**src/rtl/xgmii_lane_striper.sv**
```systemverilog
module xgmii_lane_striper #(
  parameter int LANES        = 4,
  parameter int ALIGN_PERIOD = 16
) (
  input  logic                 clk,
  input  logic                 rst,
  input  logic [8*LANES-1:0]   col_data,
  input  logic [LANES-1:0]     col_ctl,
  output logic [8*LANES-1:0]   lane_data,
  output logic [LANES-1:0]     lane_ctl
);
  localparam int W  = 8 * LANES;
  localparam int CW = $clog2(ALIGN_PERIOD);

  localparam logic [7:0] IN_IDLE = 8'h07;
  localparam logic [7:0] CH_A    = 8'h7C;
  localparam logic [7:0] CH_K    = 8'hBC;
  localparam logic [7:0] CH_R    = 8'h1C;
  localparam logic [7:0] CH_S    = 8'hFB;
  localparam logic [7:0] CH_T    = 8'hFD;
  localparam logic [7:0] CH_E    = 8'hFE;

  logic [CW-1:0] gap_pos;
  logic          col_idle;
  logic [7:0]    idle_ch;
  logic [W-1:0]  nxt_data;

  always_comb begin
    col_idle = &col_ctl;
    for (int l = 0; l < LANES; l++)
      if (col_data[8*l +: 8] != IN_IDLE) col_idle = 1'b0;
  end

  assign idle_ch = (gap_pos == '0) ? CH_A : (gap_pos[0] ? CH_K : CH_R);

  always_comb begin
    for (int l = 0; l < LANES; l++) begin
      logic [7:0] b;
      b = col_data[8*l +: 8];
      if (col_idle)        nxt_data[8*l +: 8] = idle_ch;
      else if (!col_ctl[l]) nxt_data[8*l +: 8] = b;
      else begin
        case (b)
          IN_IDLE: nxt_data[8*l +: 8] = CH_K;
          CH_S:    nxt_data[8*l +: 8] = (l == 0) ? CH_S : CH_E;
          CH_T:    nxt_data[8*l +: 8] = CH_T;
          default: nxt_data[8*l +: 8] = CH_E;
        endcase
      end
    end
  end

  always_ff @(posedge clk) begin
    if (rst) begin
      lane_data <= {LANES{CH_A}};
      lane_ctl  <= '1;
      gap_pos   <= CW'(1);
    end else begin
      lane_data <= nxt_data;
      lane_ctl  <= col_idle ? '1 : col_ctl;
      if (!col_idle)                                   gap_pos <= '0;
      else if (gap_pos == CW'(ALIGN_PERIOD - 1))       gap_pos <= '0;
      else                                             gap_pos <= gap_pos + CW'(1);
    end
  end

  p_gap_start_align_r3: assert property (@(posedge clk) disable iff (rst)
    (!col_idle ##1 col_idle) |=> (lane_ctl == '1 && lane_data == {LANES{CH_A}}));

  p_idle_uniform_r4: assert property (@(posedge clk) disable iff (rst)
    col_idle |=> (lane_ctl == '1 && lane_data == {LANES{lane_data[7:0]}}));

  generate
    for (genvar g = 0; g < LANES; g++) begin : g_chk
      p_data_pass_r1: assert property (@(posedge clk) disable iff (rst)
        !col_ctl[g] |=> (!lane_ctl[g] && lane_data[8*g +: 8] == $past(col_data[8*g +: 8])));

      p_no_raw_idle_r6: assert property (@(posedge clk) disable iff (rst)
        lane_ctl[g] |-> lane_data[8*g +: 8] != IN_IDLE);

      p_terminate_r6: assert property (@(posedge clk) disable iff (rst)
        (col_ctl[g] && col_data[8*g +: 8] == CH_T) |=> (lane_ctl[g] && lane_data[8*g +: 8] == CH_T));

      if (g > 0) begin : g_nostart
        p_start_lane0_r5: assert property (@(posedge clk) disable iff (rst)
          (col_ctl[g] && col_data[8*g +: 8] == CH_S) |=> (lane_ctl[g] && lane_data[8*g +: 8] == CH_E));
      end
    end
  endgenerate
endmodule

```
**config.mk**
```make
export PLATFORM = sky130hd
export DESIGN_NAME = xgmii_lane_striper
export DESIGN_NICKNAME = d
export VERILOG_FILES = /design/src/rtl/xgmii_lane_striper.sv
export SDC_FILE = /design/constraint.sdc
export NUM_CORES = 1
export LEC_CHECK = 0
export ABC_AREA = 0
export BUFFER_PORTS_ARGS = -buffer_cell sky130_fd_sc_hd__buf_4
export CELL_PAD_IN_SITES_DETAIL_PLACEMENT = 1
export CELL_PAD_IN_SITES_GLOBAL_PLACEMENT = 2
export CORE_UTILIZATION = 26
export CTS_BUF_LIST = sky130_fd_sc_hd__clkbuf_8 sky130_fd_sc_hd__clkbuf_16
export DETAILED_ROUTE_END_ITERATION = 6
export GPL_ROUTABILITY_DRIVEN = 0
export HOLD_SLACK_MARGIN = 0.12
export PLACE_DENSITY = 0.76
export REMOVE_ABC_BUFFERS = 1
export SYNTH_ARGS = -nofsm -noshare
export SYNTH_HDL_FRONTEND = slang
export SYNTH_SLANG_ARGS = --single-unit
```
**constraint.sdc**
```tcl
create_clock -name clk -period 2.48 [get_ports clk]
set_input_delay 0.744 -clock clk [delete_from_list [all_inputs] [get_ports clk]]
set_output_delay 0.744 -clock clk [all_outputs]
set_load 0.005 [all_outputs]
```
==> results.toml <==
[outcome]
status = "finished clean"

[setup_path]
reg2reg_to = "lane_data[5]"
critical_path_arrival_ns = 2.37
cp_data_required_time_ns = 2.69
r2r_start = "gap_pos[0]"
critical_path.max_fanout = 9
cp-end-kind = "register"
rrSetupSlack_ns = 0.85
start_kind = "primary input"
worst-setup-path-type = "primary input to register"
ff2ff_path_depth = 5

[synthesis]
syn-instance-count = 170
yosysSeqAreaShare_pct = 48.1
yosys.area.top_type = "dfxtp_1"
yosysWarnings = 0
ys_ff_latch = 40
synth_common_cells = "dfxtp_1 (40), nand3_1 (12), nor2_1 (11), or3_1 (11), nand2_1 (9)"
synth.distinct_cells = 40
yosysMostFrequentCell = "dfxtp_1"
synthArstFlopShare_pct = 0
synth-edff-count = 0
syn-cell-area_sq_um = 1670
yosysTopAreaCellShare_pct = 48.1
yosys-top-cells-area = "dfxtp_1 (48%), nor4b_4 (4.3%), or3_1 (4.1%)"
syn-mean-instance-area_sq_um = 9.80
synth_flop_cell = "dfxtp_1"

[worst_hold_path]
min_path_cells = 2
min-delay-path-class = "register to register"
hp-start = "gap_pos[3]"
min_to = "gap_pos[3]"

[sta]
setup_viol = 0
max_freq_mhz = 462
slew_violations = 0
fin_crit_sh_pct = 87.2
hold_viol = 0
tns_ns = 0
min_period_ns = 2.16
slew-limit-headroom_pct = 67.5
clock_skew_ns = 0.00698
setup_ws_ns = 0.317
tightest_slew_ns = 0.487
rsz0062_at_grt = "false"

[finish]
final_nets = 291
drive_above_1_share_pct = 38.9
final_core_util_pct = 40.0
fillCellCount = 722
n_antenna_cell = 0
area_growth_pct = 45.6
stdcell_area_sq_um = 2420

[floorplanning]
core-area_sq_um = 6060
die_x_microns = 82.0
die_h_microns = 82.0
rows = 28
ios = 74
dieArea_sq_um = 6730
start_util_pct = 27.5

[clocking]
cts_htree_levels = 2
root_buffer = "clkbuf_8"
cts_tree = "yes"
clk_latency_ns = 0.29
cts_buffers = 5
cts-resized-gates = 0
clockBufferDepth = 2
post-cts-setup-buffers = 0
clock_sinks = 40
clk_pin_slew_ns = 0.08
ctsHoldBuffers = 0

[placed_design]
place_area_sq_um = 2330
dp_hpwl_microns = 3710
port_buffers = 73
dp_slack_ns = 0.00680

[detailed_routing]
drc_errors = 0
wl_microns = 4820
viasPerCell = 4.87
wl_per_cell_microns = 14.7
vias = 1592
firstDrtPassIters = 4
drt_iter0_markers = 28
ant_nets = 0

[global_routing]
grt_antenna_before_repair = 0
grt_pass1_wl_microns = 7510
grt_overflow = 0
grt_pass1_vias = 1568
grt_use_total_pct = 15.1
grt_max_degree = 17

[pwr]
power-per-cell-area_nw_per_um2 = 540
p_leak_uw = 0.00105
irDropWorstVdd_v = 0.000327

[job]
drv_cap = 0
## critical path: stages
cell	delay [ns]
buf_4	0.12
nor4_2	0.28
nand3_1	0.23
or4_1	0.74
o211ai_1	0.25
## metal layers
| metal | global-route usage (%) | routed length [microns] | vias up |
|---|---|---|---|
| li1 | - | - | 789 |
| met1 | 19.3 | 2240 | 752 |
| met2 | 24.1 | 2250 | 46 |
| met3 | 4.78 | 287 | 5 |
| met4 | 4.21 | 44 | 0 |
| met5 | 0 | 0 | - |
## layout by cell type (no fill, tap or decap), drive strengths merged, types with 3 or more instances in the layout
master  count
a21oi       8
and2        3
and4b       3
and4bb      3
buf        80
clkbuf      6
dfxtp      40
inv         8
mux2i       5
nand2      10
nand3      12
nand4       4
nor2       11
nor3        6
nor4b       3
o21ai       7
or3        11
## area by class of cell
type / count / area (sq um) / share of cell area, %
multi-input combinational: 117 / 813 / 33.5
sequential: 40 / 801 / 33.0
timing repair buffer: 80 / 601 / 24.8
tap: 75 / 93.8 / 3.87
clock buffer: 6 / 82.6 / 3.41
inverter: 7 / 26.3 / 1.08
clock inverter: 2 / 7.51 / 0.310
## worst max path at each step
| stage | from | endpoint | slack [ns] | cells after the start |
|---|---|---|---|---|
| final | col_data[4] | lane_data[22] | 0.32 | 5 |
| after global routing | col_data[4] | lane_data[22] | 0.18 | 5 |
| after CTS | col_data[19] | lane_data[22] | 0.31 | 5 |
| after detailed placement | col_data[19] | lane_data[6] | 0.007 | 5 |
| after global placement | col_data[4] | lane_data[22] | 0.06 | 5 |
| after floorplan | col_data[4] | lane_data[9] | 0.25 | 4 |
## power breakdown
group          switching [uW]  internal (uW)  leakage, uW
combinational            88.1            106     0.000664
clock                     217            219    0.0000538
sequential               9.20            671     0.000331
total                     314            995      0.00105
## stage by stage
stage / hold slack, ns / std cells / power [uW]
2_1_floorplan: 0.517 / 164 / 752
6_report: 0.560 / 327 / 1310
3_3_place_gp: 0.544 / 319 / 891
3_5_place_dp: 0.546 / 319 / 892
4_1_cts: 0.561 / 327 / 1330
5_1_grt: 0.618 / 327 / 1380
## logic make-up after synthesis
kind of cell	share of synthesized area (%)
multiplexers	3.01
AND/OR/NAND/NOR	30.0
flip-flops	48.1
AO/OA/AOI/OAI	13.3
buffers and inverters	3.08
adder cells (fa/ha/maj)	1.50
XOR/XNOR	1.05
## sequential cells by signal (all words and copies together), names as in the netlist
signal / cells
lane_data: 32
gap_pos: 4
lane_ctl: 4
Note: power is estimated with default switching activity, not from simulation.
